==> src/rtl/cbd_pkg.sv <==
package cbd_pkg;

   localparam int CBD_NUM_TGT   = 5;
   localparam int TGT_IO        = 0;
   localparam int TGT_ROM       = 1;
   localparam int TGT_BWRAM     = 2;
   localparam int TGT_IRAM      = 3;
   localparam int TGT_BITMAP    = 4;

   localparam int CBD_NUM_RULES = 8;

   typedef enum logic [2:0] {
      REG_NONE,
      REG_IO,
      REG_ROM_LO,
      REG_ROM_HI,
      REG_WIN,
      REG_IRAM,
      REG_BWRAM,
      REG_BITMAP
   } cbd_region_e;

   // Rule index is the priority: lower index wins.
   function automatic logic [23:0] rule_mask(int idx);
      case (idx)
         0:       return 24'h40FE00;
         1:       return 24'h408000;
         2:       return 24'hC00000;
         3:       return 24'h40E000;
         4, 5:    return 24'h40F800;
         default: return 24'hF00000;
      endcase
   endfunction

   function automatic logic [23:0] rule_value(int idx);
      case (idx)
         0:       return 24'h002200;
         1:       return 24'h008000;
         2:       return 24'hC00000;
         3:       return 24'h006000;
         4:       return 24'h000000;
         5:       return 24'h003000;
         6:       return 24'h400000;
         default: return 24'h600000;
      endcase
   endfunction

   function automatic cbd_region_e rule_region(int idx);
      case (idx)
         0:       return REG_IO;
         1:       return REG_ROM_LO;
         2:       return REG_ROM_HI;
         3:       return REG_WIN;
         4, 5:    return REG_IRAM;
         6:       return REG_BWRAM;
         default: return REG_BITMAP;
      endcase
   endfunction

endpackage

==> src/rtl/cbd_region_match.sv <==
module cbd_region_match
   import cbd_pkg::*;
#(
   parameter int ADDR_W = 24
) (
   input  logic [ADDR_W-1:0] addr,
   output cbd_region_e       region
);

   if (ADDR_W != 24) begin : g_bad_addr_w
      $error("cbd_region_match: rules are defined for a 24-bit address");
   end

   logic [CBD_NUM_RULES-1:0] hit;

   for (genvar g = 0; g < CBD_NUM_RULES; g++) begin : g_rule
      localparam logic [23:0] MASK  = rule_mask(g);
      localparam logic [23:0] VALUE = rule_value(g);
      assign hit[g] = ((addr & MASK) == VALUE);
   end

   // Walk from lowest priority to highest so the highest-priority hit remains.
   always_comb begin
      region = REG_NONE;
      for (int i = CBD_NUM_RULES - 1; i >= 0; i--) begin
         if (hit[i]) region = rule_region(i);
      end
   end

endmodule

==> src/rtl/cbd_addr_xlate.sv <==
module cbd_addr_xlate
   import cbd_pkg::*;
#(
   parameter int ADDR_W        = 24,
   parameter int IO_AW         = 9,
   parameter int IRAM_AW       = 11,
   parameter int BWRAM_AW      = 18,
   parameter int BITMAP_AW     = 20,
   parameter int WIN_AW        = 13,
   parameter int WIN_BW_BANK_W = 5,
   parameter int BANK_W        = 7
) (
   input  logic [ADDR_W-1:0]      addr,
   input  cbd_region_e            region,
   input  logic                   win_to_bitmap,
   input  logic [BANK_W-1:0]      win_bank,
   output logic [CBD_NUM_TGT-1:0] sel,
   output logic [ADDR_W-1:0]      tgt_addr,
   output logic                   mapped,
   output logic                   writable
);

   localparam int WIN_BW_W = WIN_BW_BANK_W + WIN_AW;
   localparam int WIN_BM_W = BANK_W + WIN_AW;
   localparam int ROM_LO_W = 1 + 6 + 15;
   localparam logic [ADDR_W-1:0] BW_MASK = ADDR_W'((64'd1 << BWRAM_AW) - 64'd1);
   localparam logic [ADDR_W-1:0] BM_MASK = ADDR_W'((64'd1 << BITMAP_AW) - 64'd1);

   if (BWRAM_AW < 1 || BWRAM_AW > BITMAP_AW) begin : g_bad_bw
      $error("cbd_addr_xlate: BWRAM_AW must lie between 1 and BITMAP_AW");
   end
   if (WIN_BW_BANK_W > BANK_W) begin : g_bad_bank
      $error("cbd_addr_xlate: window bank slice wider than bank register");
   end
   if (IO_AW > ADDR_W || IRAM_AW > ADDR_W || WIN_BM_W > ADDR_W) begin : g_bad_w
      $error("cbd_addr_xlate: sub-address wider than the bus");
   end

   logic [ADDR_W-1:0] win_bw_raw;
   logic [ADDR_W-1:0] win_bm_raw;
   logic [ADDR_W-1:0] win_bw_addr;
   logic [ADDR_W-1:0] win_bm_addr;
   logic [ADDR_W-1:0] bw_direct;
   logic [ADDR_W-1:0] rom_lo_addr;

   assign win_bw_raw  = ADDR_W'({win_bank[WIN_BW_BANK_W-1:0], addr[WIN_AW-1:0]});
   assign win_bm_raw  = ADDR_W'({win_bank, addr[WIN_AW-1:0]});
   assign rom_lo_addr = ADDR_W'({addr[23], addr[21:16], addr[14:0]});

   // Mirror folding is only needed when the RAM is smaller than the span reaching it.
   if (BWRAM_AW < WIN_BW_W) begin : g_win_bw_fold
      assign win_bw_addr = win_bw_raw & BW_MASK;
   end else begin : g_win_bw_full
      assign win_bw_addr = win_bw_raw;
   end

   if (BITMAP_AW < WIN_BM_W) begin : g_win_bm_fold
      assign win_bm_addr = win_bm_raw & BM_MASK;
   end else begin : g_win_bm_full
      assign win_bm_addr = win_bm_raw;
   end

   assign bw_direct = addr & BW_MASK;

   always_comb begin
      sel      = '0;
      tgt_addr = '0;
      mapped   = 1'b1;
      writable = 1'b1;
      case (region)
         REG_IO: begin
            sel[TGT_IO] = 1'b1;
            tgt_addr    = ADDR_W'(addr[IO_AW-1:0]);
         end
         REG_ROM_LO: begin
            sel[TGT_ROM] = 1'b1;
            tgt_addr     = rom_lo_addr;
            writable     = 1'b0;
         end
         REG_ROM_HI: begin
            sel[TGT_ROM] = 1'b1;
            tgt_addr     = addr;
            writable     = 1'b0;
         end
         REG_WIN: begin
            if (win_to_bitmap) begin
               sel[TGT_BITMAP] = 1'b1;
               tgt_addr        = win_bm_addr;
            end else begin
               sel[TGT_BWRAM] = 1'b1;
               tgt_addr       = win_bw_addr;
            end
         end
         REG_IRAM: begin
            sel[TGT_IRAM] = 1'b1;
            tgt_addr      = ADDR_W'(addr[IRAM_AW-1:0]);
         end
         REG_BWRAM: begin
            sel[TGT_BWRAM] = 1'b1;
            tgt_addr       = bw_direct;
         end
         REG_BITMAP: begin
            sel[TGT_BITMAP] = 1'b1;
            tgt_addr        = addr & BM_MASK;
         end
         default: begin
            mapped   = 1'b0;
            writable = 1'b0;
         end
      endcase
   end

   if (ROM_LO_W > ADDR_W) begin : g_bad_rom
      $error("cbd_addr_xlate: ROM translation wider than the bus");
   end

endmodule

==> src/rtl/cbd_wait_gen.sv <==
module cbd_wait_gen
   import cbd_pkg::*;
#(
   parameter int              ADDR_W     = 24,
   parameter int              TICK_W     = 3,
   parameter int              FAST_TICKS = 2,
   parameter int              SLOW_TICKS = 4,
   parameter logic [23:0]     SLOW_MASK  = 24'hD00000,
   parameter logic [23:0]     SLOW_VALUE = 24'h400000
) (
   input  logic [ADDR_W-1:0] addr,
   input  cbd_region_e       region,
   output logic [TICK_W-1:0] ticks
);

   localparam int TICK_MAX = (1 << TICK_W) - 1;

   if (SLOW_TICKS > TICK_MAX || FAST_TICKS > TICK_MAX) begin : g_bad_ticks
      $error("cbd_wait_gen: tick count does not fit TICK_W");
   end
   if (FAST_TICKS < 1 || SLOW_TICKS < FAST_TICKS) begin : g_bad_order
      $error("cbd_wait_gen: slow accesses must not be faster than fast ones");
   end

   logic slow;

   assign slow  = (region == REG_WIN) || ((addr & SLOW_MASK) == SLOW_VALUE);
   assign ticks = slow ? TICK_W'(SLOW_TICKS) : TICK_W'(FAST_TICKS);

endmodule

==> src/rtl/cbd_rsp_stage.sv <==
module cbd_rsp_stage
   import cbd_pkg::*;
#(
   parameter int ADDR_W = 24,
   parameter int DATA_W = 8,
   parameter int TICK_W = 3
) (
   input  logic                   clk,
   input  logic                   rst_n,
   input  logic                   req_valid,
   input  logic                   req_write,
   input  logic [DATA_W-1:0]      req_wdata,
   input  logic [DATA_W-1:0]      bus_mdr,
   input  logic [CBD_NUM_TGT-1:0] sel,
   input  logic [ADDR_W-1:0]      tgt_addr,
   input  logic                   mapped,
   input  logic                   writable,
   input  logic [TICK_W-1:0]      ticks,
   output logic                   rsp_valid,
   output logic [CBD_NUM_TGT-1:0] rsp_sel,
   output logic [ADDR_W-1:0]      rsp_addr,
   output logic                   rsp_wr,
   output logic [DATA_W-1:0]      rsp_wdata,
   output logic [TICK_W-1:0]      rsp_ticks,
   output logic                   rsp_open_bus,
   output logic [DATA_W-1:0]      rsp_open_data
);

   logic open_rd;
   assign open_rd = req_valid && !req_write && !mapped;

   always_ff @(posedge clk or negedge rst_n) begin
      if (!rst_n) begin
         rsp_valid     <= 1'b0;
         rsp_sel       <= '0;
         rsp_addr      <= '0;
         rsp_wr        <= 1'b0;
         rsp_wdata     <= '0;
         rsp_ticks     <= '0;
         rsp_open_bus  <= 1'b0;
         rsp_open_data <= '0;
      end else begin
         rsp_valid     <= req_valid;
         rsp_sel       <= req_valid ? sel : '0;
         rsp_addr      <= req_valid ? tgt_addr : '0;
         rsp_wr        <= req_valid && req_write && writable;
         rsp_wdata     <= (req_valid && req_write) ? req_wdata : '0;
         rsp_ticks     <= req_valid ? ticks : '0;
         rsp_open_bus  <= open_rd;
         rsp_open_data <= open_rd ? bus_mdr : '0;
      end
   end

endmodule

==> src/rtl/cbd_bus_decoder.sv <==
module cbd_bus_decoder
   import cbd_pkg::*;
#(
   parameter int ADDR_W    = 24,
   parameter int DATA_W    = 8,
   parameter int BANK_W    = 7,
   parameter int BWRAM_AW  = 18,
   parameter int TICK_W    = 3
) (
   input  logic                   clk,
   input  logic                   rst_n,
   input  logic                   req_valid,
   input  logic                   req_write,
   input  logic [ADDR_W-1:0]      req_addr,
   input  logic [DATA_W-1:0]      req_wdata,
   input  logic [DATA_W-1:0]      bus_mdr,
   input  logic                   win_to_bitmap,
   input  logic [BANK_W-1:0]      win_bank,
   output logic                   rsp_valid,
   output logic [CBD_NUM_TGT-1:0] rsp_sel,
   output logic [ADDR_W-1:0]      rsp_addr,
   output logic                   rsp_wr,
   output logic [DATA_W-1:0]      rsp_wdata,
   output logic [TICK_W-1:0]      rsp_ticks,
   output logic                   rsp_open_bus,
   output logic [DATA_W-1:0]      rsp_open_data
);

   if (DATA_W < 1) begin : g_bad_data
      $error("cbd_bus_decoder: DATA_W must be positive");
   end

   cbd_region_e            region;
   logic [CBD_NUM_TGT-1:0] sel;
   logic [ADDR_W-1:0]      tgt_addr;
   logic                   mapped;
   logic                   writable;
   logic [TICK_W-1:0]      ticks;

   cbd_region_match #(.ADDR_W(ADDR_W)) u_match (
      .addr   (req_addr),
      .region (region)
   );

   cbd_addr_xlate #(
      .ADDR_W   (ADDR_W),
      .BWRAM_AW (BWRAM_AW),
      .BANK_W   (BANK_W)
   ) u_xlate (
      .addr          (req_addr),
      .region        (region),
      .win_to_bitmap (win_to_bitmap),
      .win_bank      (win_bank),
      .sel           (sel),
      .tgt_addr      (tgt_addr),
      .mapped        (mapped),
      .writable      (writable)
   );

   cbd_wait_gen #(
      .ADDR_W (ADDR_W),
      .TICK_W (TICK_W)
   ) u_wait (
      .addr   (req_addr),
      .region (region),
      .ticks  (ticks)
   );

   cbd_rsp_stage #(
      .ADDR_W (ADDR_W),
      .DATA_W (DATA_W),
      .TICK_W (TICK_W)
   ) u_rsp (
      .clk           (clk),
      .rst_n         (rst_n),
      .req_valid     (req_valid),
      .req_write     (req_write),
      .req_wdata     (req_wdata),
      .bus_mdr       (bus_mdr),
      .sel           (sel),
      .tgt_addr      (tgt_addr),
      .mapped        (mapped),
      .writable      (writable),
      .ticks         (ticks),
      .rsp_valid     (rsp_valid),
      .rsp_sel       (rsp_sel),
      .rsp_addr      (rsp_addr),
      .rsp_wr        (rsp_wr),
      .rsp_wdata     (rsp_wdata),
      .rsp_ticks     (rsp_ticks),
      .rsp_open_bus  (rsp_open_bus),
      .rsp_open_data (rsp_open_data)
   );

endmodule

==> config.mk <==
export PLATFORM = sky130hd
export DESIGN_NAME = cbd_bus_decoder
export DESIGN_NICKNAME = d
export VERILOG_FILES = /design/src/rtl/cbd_pkg.sv /design/src/rtl/cbd_region_match.sv /design/src/rtl/cbd_addr_xlate.sv /design/src/rtl/cbd_wait_gen.sv /design/src/rtl/cbd_rsp_stage.sv /design/src/rtl/cbd_bus_decoder.sv
export SDC_FILE = /design/constraint.sdc
export NUM_CORES = 1
export LEC_CHECK = 0
export ABC_CLOCK_PERIOD_IN_PS = 800
export BUFFER_PORTS_ARGS = -buffer_cell sky130_fd_sc_hd__buf_2
export CAP_MARGIN = 30
export CORE_ASPECT_RATIO = 0.9
export CORE_MARGIN = 10
export CORE_UTILIZATION = 45
export DETAILED_ROUTE_END_ITERATION = 6
export PLACE_DENSITY = 0.9
export SETUP_SLACK_MARGIN = 0.1
export SYNTH_ARGS = -nofsm -noshare
export SYNTH_HDL_FRONTEND = slang
export SYNTH_SLANG_ARGS = --single-unit
export TNS_END_PERCENT = 20
==> constraint.sdc <==
create_clock -name clk -period 0.8 [get_ports clk]
set_input_delay 0.16 -clock clk [delete_from_list [all_inputs] [get_ports clk]]
set_output_delay 0.16 -clock clk [all_outputs]
set_load 0.01 [all_outputs]
Word-level counts from Yosys, hierarchy flattened
Cells that the tools add are included.
{"block": "classes", "eq_ne": 15, "n_reduce_logical": 11, "muxes": 25}
{"op": "$pmux 24 s7", "n": 1}
{"op": "$mux 3", "n": 10}
{"op": "$logic_not 24->1", "n": 1}
{"op": "$mux 24", "n": 1}
{"op": "$mux 20", "n": 1}
{"op": "$mux 8", "n": 2}
{"op": "$eq 3x3->1 const B", "n": 4}
{"op": "$eq 3x2->1 const B", "n": 3}
{"op": "$eq 4x3->1 const B", "n": 2}
{"op": "$eq 8x5->1 const B", "n": 1}
{"op": "$mux 1", "n": 7}
{"op": "$reduce_or 7->1", "n": 1}
{"op": "$eq 6x3->1 const B", "n": 1}
{"op": "$mux 5", "n": 1}
{"op": "$reduce_or 5->1", "n": 1}
{"op": "$eq 4x2->1 const B", "n": 1}
{"op": "$logic_and 1x1->1", "n": 4}
{"op": "$pmux 1 s2", "n": 2}
{"op": "$eq 3x1->1 const B", "n": 1}
{"op": "$eq 2x1->1 const B", "n": 1}
{"op": "$eq 2x2->1 const B", "n": 1}
{"op": "$logic_not 1->1", "n": 2}
{"op": "$reduce_or 2->1", "n": 1}
{"op": "$logic_or 1x1->1", "n": 1}
{"block": "word_totals", "wordCells": 59, "reg_bits": 51, "out_inout_bits": 51, "input_bits": 52}

Depth between registers and ports, before layout
Gate-level depths: netlist of the first run.
{"block": "depth", "word_depth": 15, "mapped_depth": 5, "depth_no_buf": 3}

By module
From an unflattened synthesis of the first run, not the netlist that was laid out.
{"block": "hier_totals", "cells_unflattened": 194, "hier_area_um2": 2263.4}
{"module": "cbd_rsp_stage", "n_inst": 1, "area_per_inst_um2": 1680.4, "seq_area_each_um2": 1276.2, "cells_per_inst": 107}
{"module": "cbd_addr_xlate", "n_inst": 1, "area_per_inst_um2": 447.9, "seq_area_each_um2": 0.0, "cells_per_inst": 63}
{"module": "cbd_region_match", "n_inst": 1, "area_per_inst_um2": 92.6, "seq_area_each_um2": 0.0, "cells_per_inst": 17}
{"module": "cbd_wait_gen", "n_inst": 1, "area_per_inst_um2": 42.5, "seq_area_each_um2": 0.0, "cells_per_inst": 7}

Least setup slack after synthesis of the first run
OpenSTA, ideal clock, no wires.
{"block": "synth_path", "path_type": "input-to-reg", "start": "input req_addr[22]", "end": "register u_rsp.rsp_open_data[7]", "cell_stages": 5, "setup_time_ns": 0.096, "path_slack_ns": -0.514, "required_time_ns": 0.704, "t_arrival_ns": 1.218, "path_buffers": 2, "path_cell_list": "buf_6 a211o_1 a221o_1 buf_6 nor4_4"}
{"block": "synth_between", "elab_chain_cells": 15, "elab_cells_between_ends": 28, "cone_classes": "eq/ne: 14; mux: 10; reduce/logical: 4"}
{"element": "start: declaration", "line_no": "cbd_bus_decoder.sv:14", "text": "input logic [ADDR_W-1:0] req_addr,"}
{"element": "$eq 4x3->1", "line_no": "cbd_region_match.sv:19", "text": "assign hit[g] = ((addr & MASK) == VALUE);"}
{"element": "$mux 3 (7 in a row)", "line_no": "cbd_region_match.sv:26", "text": "if (hit[i]) region = rule_region(i);"}
{"element": "$mux 3 (*)", "line_no": "cbd_region_match.sv:26"}
{"element": "$eq 3x1->1, or another cell as far along", "line_no": "cbd_addr_xlate.sv:70", "text": "case (region)"}
{"element": "$reduce_or 7->1 (no source line) (*)"}
{"element": "$mux 1 (*)", "line_no": "cbd_addr_xlate.sv:70"}
{"element": "$logic_not 1->1 (*)", "line_no": "cbd_rsp_stage.sv:30", "text": "assign open_rd = req_valid && !req_write && !mapped;"}
{"element": "$logic_and 1x1->1 (*)", "line_no": "cbd_rsp_stage.sv:30"}
{"element": "$mux 8 (*)", "line_no": "cbd_rsp_stage.sv:50", "text": "rsp_open_data <= open_rd ? bus_mdr : '0;"}
{"element": "end signal: assignment", "line_no": "cbd_rsp_stage.sv:50"}
{"element": "end: declaration", "line_no": "cbd_rsp_stage.sv:26", "text": "output logic [DATA_W-1:0] rsp_open_data"}
Every way passes the cells marked *; elsewhere a longest branch is shown, timed or not.

Worst setup path after layout of the first run
{"block": "layout_path", "start": "input req_addr[13]", "end": "register u_rsp.rsp_open_data[1]"}
{"block": "layout_between", "elab_chain_cells": 13, "elab_cells_between_ends": 22, "cone_classes": "eq/ne: 10; mux: 8; reduce/logical: 4"}
{"element": "$eq 6x3->1", "line_no": "cbd_region_match.sv:19"}
{"element": "$mux 3 (5 in a row)", "line_no": "cbd_region_match.sv:26"}
{"element": "$mux 3 (*)", "line_no": "cbd_region_match.sv:26"}
{"element": "$eq 3x1->1, or another cell as far along", "line_no": "cbd_addr_xlate.sv:70"}
{"element": "$reduce_or 7->1 (no source line) (*)"}
{"element": "$mux 1 (*)", "line_no": "cbd_addr_xlate.sv:70"}
{"element": "$logic_not 1->1 (*)", "line_no": "cbd_rsp_stage.sv:30"}
{"element": "$logic_and 1x1->1 (*)", "line_no": "cbd_rsp_stage.sv:30"}
{"element": "$mux 8 (*)", "line_no": "cbd_rsp_stage.sv:50"}
Marked as above.

==> results.sh, run 1 <==
export IMPL_rsz0062_at_grt="yes"
export IMPL_area_delta_synth_final_pct=67.5
export IMPL_htreeDepth=2
export IMPL_critPathArrivalTime_ps=1360
export IMPL_startpoint="req_addr[13]"
export IMPL_syn_mean_instance_area_sq_um=11.9
export IMPL_p_leak_nw=1.78
export IMPL_crit_buf_inv=2
export IMPL_dr_total_vias=1871
export IMPL_cts_sinks=50
export IMPL_antenna_left=0
export IMPL_final_hold_violation_count=0
export IMPL_ys_types=34
export IMPL_final_common_cell="buf_2"
export IMPL_post_route_worst_setup_slack_ps=-346
export IMPL_drt_iter0_markers=107
export IMPL_drive_above_1_share=0.619
export IMPL_most_common_layout_cells="buf_2 (84), dfrtp_1 (50), buf_4 (28), buf_6 (25), a21oi_2 (14)"
export IMPL_cts_root_buf="clkbuf_8"
export IMPL_seq_area_frac_synth=0.622
export IMPL_cts_reportedPaths_clkPinSlew_ps=90
export IMPL_track_usage=0.169
export IMPL_drc_errors=0
export IMPL_cts_tree="yes"
export IMPL_routed_via_density=5.06
export IMPL_cp_data_required_time_ps=1020
export IMPL_drt_wl_total_microns=6820
export IMPL_setup_viol=88
export IMPL_cellPowerDensity_mw_per_mm2=1570
export IMPL_max_slew_margin=0.616
export IMPL_post_place_ws_ps=-709
export IMPL_crit_chain="buf_8 -> a211o_1 -> a221o_1 -> buf_12 -> nor4_4"
export IMPL_stdcell_count=370
export IMPL_vdd_drop_max_uv=1240
export IMPL_slew_viol_final=0
export IMPL_diodes=0
export IMPL_end_kind="flop"
export IMPL_die_w_microns=90.5
export IMPL_worstHoldStart="bus_mdr[3]"
export IMPL_status="complete, but fails checks"
export IMPL_dieHeight_microns=83.4
export IMPL_start_kind="input port"
export IMPL_crit_type="input port to flop"
export IMPL_cp_top_family="compound AO/OA/AOI/OAI gates"
export IMPL_cpPeakStageDelay_ps=350
export IMPL_synth_fp_nets=221
export IMPL_gp_congestion=0.793
export IMPL_worstMarginPinSlew_ps=568
export IMPL_post_route_period_util=1.43
export IMPL_syn_area_sq_mm=0.00201
export IMPL_ys_flop_type="dfrtp_1"
export IMPL_die_area_sq_mm=0.00755
export IMPL_grt_pass1_vias=2069
export IMPL_layout_nets=361
export IMPL_holdPathStages=3
export IMPL_synth_edf_count=0
export IMPL_crit_fanout=10
export IMPL_ys_warnings_count=0
export IMPL_port_buffers=101
export IMPL_drt_wirelength_per_cell_microns=18.4
export IMPL_grt_remaining_overflow=0
export IMPL_num_rows=22
export IMPL_crit_slowest_cell="a221o_1"
export IMPL_io_pins=103
export IMPL_violations="setup timing"
export IMPL_holdPathEnd="u_rsp.rsp_open_data[3]"
export IMPL_drt_pass1_iterations=4
export IMPL_antenna_found_initial=0
export IMPL_cts_buffers=5
export IMPL_cts_max_path_buffers=2
export IMPL_grt_max_degree=29
export IMPL_fin_crit_ps=1150
export IMPL_ys_async_sr_fraction=1.00
export IMPL_min_path_type="input port to flop"
export IMPL_core_area_sq_mm=0.00418
export IMPL_dp_hpwl_microns=4660
export IMPL_syn_inst=169
export IMPL_initial_core_util=0.481
export IMPL_drv_cap=0
export IMPL_grt_pass1_wl_microns=10400
export IMPL_clock_fmax_ghz=0.873
export IMPL_ys_seq_elements=50
export IMPL_placed_cells=350
-- per-stage QoR --
step	total power, mW	hold WS (ps)	TNS (ps)	instance area, sq um	util
after detailed placement	3.55	137	-20090	2830	0.676
after global routing	5.51	56.4	-20680	3370	0.805
after global placement	3.53	136	-17690	2830	0.676
after CTS	5.21	62.0	-15620	3180	0.761
after floorplan	3.04	-136	-12880	2020	-
final	5.29	67.2	-17620	3370	0.805
-- worst max path at each step --
stage / depth (start not counted) / to / slack, ps
final: 5 / u_rsp.rsp_open_data[1] / -350
after global routing: 5 / u_rsp.rsp_open_data[5] / -380
after CTS: 5 / u_rsp.rsp_open_data[1] / -360
after detailed placement: 5 / u_rsp.rsp_open_data[1] / -710
after global placement: 5 / u_rsp.rsp_open_data[0] / -600
after floorplan: 5 / u_rsp.rsp_open_data[7] / -490
-- logic make-up after synthesis --
group / share of synthesized area
buffers and inverters: 0.0516
flip-flops: 0.622
other: 0.00186
XOR/XNOR: 0.00435
AND/OR/NAND/NOR: 0.199
AO/OA/AOI/OAI: 0.121
-- state kept, by name, summed over array words and instances, names as in the netlist --
register,flops
u_rsp.rsp_open_data,8
u_rsp.rsp_open_bus,1
u_rsp.rsp_addr,24
u_rsp.rsp_sel,5
u_rsp.rsp_wdata,8
u_rsp.rsp_valid,1
u_rsp.rsp_ticks,2
u_rsp.rsp_wr,1
-- synthesized netlist by cell type (all sizes together) (2+ instances only) --
| master | n | area share |
|---|---|---|
| nand3b | 2 | 0.0075 |
| o211ai | 3 | 0.011 |
| clkbuf | 7 | 0.013 |
| nor3b | 4 | 0.015 |
| nor2 | 5 | 0.0093 |
| and3 | 12 | 0.037 |
| nor2b | 2 | 0.0062 |
| o21ai | 2 | 0.0050 |
| inv | 9 | 0.017 |
| a22oi | 2 | 0.0075 |
| dfrtp | 50 | 0.62 |
| nand2b | 3 | 0.0093 |
| a21oi | 18 | 0.045 |
| nand2 | 14 | 0.026 |
| nor3 | 2 | 0.0050 |
| a32oi | 6 | 0.026 |
| nor4bb | 2 | 0.010 |
| buf | 5 | 0.020 |
| nor4 | 9 | 0.065 |
-- power breakdown --
group,switching [mW],internal (mW),total (mW)
sequential,0.0287,2.63,2.66
clock,0.847,0.713,1.56
combinational,0.542,0.530,1.07
total,1.42,3.87,5.29
-- cell type report --
type	count	area, sq um
Tap cell	60	75.1
Sequential cell	50	1250
Timing Repair Buffer	145	1060
Clock buffer	6	82.6
Fill cell	266	815
Inverter	10	37.5
Multi-Input combinational cell	97	845
Clock inverter	2	16.3
-- what timing repair did --
item | 4_1_cts | 5_1_grt
pin swaps | 20 | 13
endpoints found under the setup margin | 87 | 103
cloned | 1 | 1
hold buffers | 1 | 0
buffers inserted | 6 | 5
gates resized for setup | 46 | 26
hold endpoints to repair | 50 | 0
-- per-layer routing --
metal,track usage,vias up,wire (microns),part of all wire
li1,-,869,-,-
met3,0.0764,9,595,0.087
met5,0,-,0,0
met4,0.0460,0,53,0.0078
met1,0.184,912,2580,0.38
met2,0.288,81,3600,0.53
(Power assumes the default switching activity.)
==> run 2, diff against run 1 <==
--- a/config.mk
+++ b/config.mk
@@ -13,4 +13,5 @@
 export CORE_UTILIZATION = 45
 export DETAILED_ROUTE_END_ITERATION = 6
+export HOLD_SLACK_MARGIN = 0.06
 export PLACE_DENSITY = 0.9
 export SETUP_SLACK_MARGIN = 0.1
==> constraint.sdc (replaced) <==
create_clock -name clk -period 0.8 [get_ports clk]
set_input_delay 0.16 -clock clk [delete_from_list [all_inputs] [get_ports clk]]
set_output_delay 0.16 -clock clk [all_outputs]
set_load 0.02 [all_outputs]
==> run 2 against run 1 <==
- the run still ends with setup timing left
- critical path type unchanged
- largest cell class unchanged
- core utilization increased by 0.39 points
- clock power about the same
- die area stayed put
- worst hold slack better by 9.7 ps
- non-clock buffer count down 2
- critical path depth is the same
- power rose by 2.1%
- via count is 0.16% higher
- global-route usage shrank 0.84 points
- sequential power barely moved
==> results.sh, run 2 (synthesized netlist as in run 1, its figures left out) <==
export IMPL_min_path_type="input port to flop"
export IMPL_placed_cells=350
export IMPL_dp_hpwl_microns=4660
export IMPL_grt_max_degree=29
export IMPL_track_usage=0.160
export IMPL_largest_reg_flops=24
export IMPL_post_route_period_util=1.46
export IMPL_crit_fanout=5
export IMPL_p_leak_nw=1.77
export IMPL_drv_cap=0
export IMPL_worstMarginPinSlew_ps=543
export IMPL_cts_max_path_buffers=2
export IMPL_cts_reportedPaths_clkPinSlew_ps=100
export IMPL_regMostFlops="u_rsp.rsp_addr"
export IMPL_grt_remaining_overflow=0
export IMPL_max_slew_margin=0.633
export IMPL_antenna_found_initial=0
export IMPL_power_share_switching=0.284
export IMPL_critPathArrivalTime_ps=1380
export IMPL_p_seq_frac=0.492
export IMPL_io_pins=103
export IMPL_clkPwrFrac=0.290
export IMPL_n_fill_cell=249
export IMPL_post_route_worst_setup_slack_ps=-369
export IMPL_stdcell_count=368
export IMPL_drc_errors=0
export IMPL_post_place_ws_ps=-709
export IMPL_fin_crit_ps=1170
export IMPL_htreeDepth=2
export IMPL_most_common_layout_cells="buf_2 (88), dfrtp_1 (50), buf_4 (25), buf_6 (20), nand2_1 (14)"
export IMPL_largestRegisters="u_rsp.rsp_addr x24, u_rsp.rsp_open_data x8, u_rsp.rsp_wdata x8"
export IMPL_drive_above_1_share=0.601
export IMPL_end_kind="flop"
export IMPL_cts_tree="yes"
export IMPL_start_kind="input port"
export IMPL_pwr_share_comb=0.218
export IMPL_diodes=0
export IMPL_rsz0062_at_grt="yes"
export IMPL_drt_iter0_markers=54
export IMPL_grt_pass1_vias=1999
export IMPL_port_buffers=101
export IMPL_status="complete, but fails checks"
export IMPL_intPower_mw=3.87
export IMPL_die_w_microns=90.5
export IMPL_violations="setup timing"
export IMPL_gp_congestion=0.793
export IMPL_layout_nets=359
export IMPL_crit_type="input port to flop"
export IMPL_drt_pass1_iterations=6
export IMPL_vdd_drop_max_uv=1250
export IMPL_grt_pass1_wl_microns=9860
export IMPL_antenna_left=0
export IMPL_cellPowerDensity_mw_per_mm2=1600
export IMPL_final_common_cell="buf_2"
export IMPL_initial_core_util=0.481
export IMPL_drt_wirelength_per_cell_microns=18.9
export IMPL_cp_data_required_time_ps=1010
export IMPL_core_area_sq_mm=0.00418
export IMPL_final_hold_violation_count=0
export IMPL_dr_total_vias=1874
export IMPL_cts_buffers=5
export IMPL_die_area_sq_mm=0.00755
export IMPL_dieHeight_microns=83.4
export IMPL_cts_sinks=50
export IMPL_setup_viol=87
export IMPL_area_delta_synth_final_pct=68.3
export IMPL_drt_wl_total_microns=6940
export IMPL_cts_root_buf="clkbuf_8"
export IMPL_clock_fmax_ghz=0.855
export IMPL_num_rows=22
export IMPL_p_switching_mw=1.53
export IMPL_routed_via_density=5.09
export IMPL_slew_viol_final=0
==> run 2: worst max-delay path, cell delays in order <==
cell       delay [ps]
buf_8             100
a211o_1           320
a221o_1           430
clkbuf_16         210
nor4_4            160
==> run 2: path summary, 6_finish.rpt <==
path,startpoint,end,slack [ps],cells after the start
min in group asynchronous,rst_n,u_rsp.rsp_addr[6],400,3
min,win_bank[2],u_rsp.rsp_addr[15],80,3
max,req_addr[14],u_rsp.rsp_open_data[5],-370,5
max in group asynchronous,rst_n,u_rsp.rsp_sel[2],190,3
==> run 2: area by class of cell <==
type	instances	area [sq um]	area share
repair buffers	143	1040	0.308
inverters	10	37.5	0.0111
well taps	60	75.1	0.0222
clock buffers	6	82.6	0.0244
clock inverters	2	16.3	0.00480
flip-flops and latches	50	1250	0.370
multi-input cells	97	880	0.260
==> run 2: per-stage QoR <==
stage | hold WS, ps | instance area (sq um) | TNS, ps | total power [mW] | util
after floorplan | -136 | 2020 | -12880 | 3.12 | -
after global placement | 136 | 2830 | -17690 | 3.61 | 0.676
after detailed placement | 137 | 2830 | -20090 | 3.64 | 0.676
after CTS | 62.4 | 3100 | -16820 | 5.26 | 0.742
after global routing | 77.3 | 3390 | -19110 | 5.61 | 0.809
final | 76.9 | 3390 | -16350 | 5.40 | 0.809
==> run 2: repair_timing <==
action	in CTS	in global routing
buffers inserted	4	2
hold buffers	1	0
gates resized for setup	31	46
cloned	0	3
hold endpoints to repair	50	0
pin swaps	9	27
endpoints found under the setup margin	87	110
==> run 2: power by group through the flow <==
stage               Clock, mW  Combinational [mW]  Sequential, mW
finish                   1.57                1.18            2.66
global placement            0               0.914            2.70
floorplan                   0               0.270            2.85
CTS                      1.59                1.02            2.65
global route             1.68                1.26            2.67
detailed placement          0               0.936            2.70
==> run 2: metal layers <==
layer / track usage / part of all wire
met2: 0.274 / 0.52
met4: 0.0431 / 0.019
met5: 0 / 0
met1: 0.176 / 0.37
met3: 0.0719 / 0.086
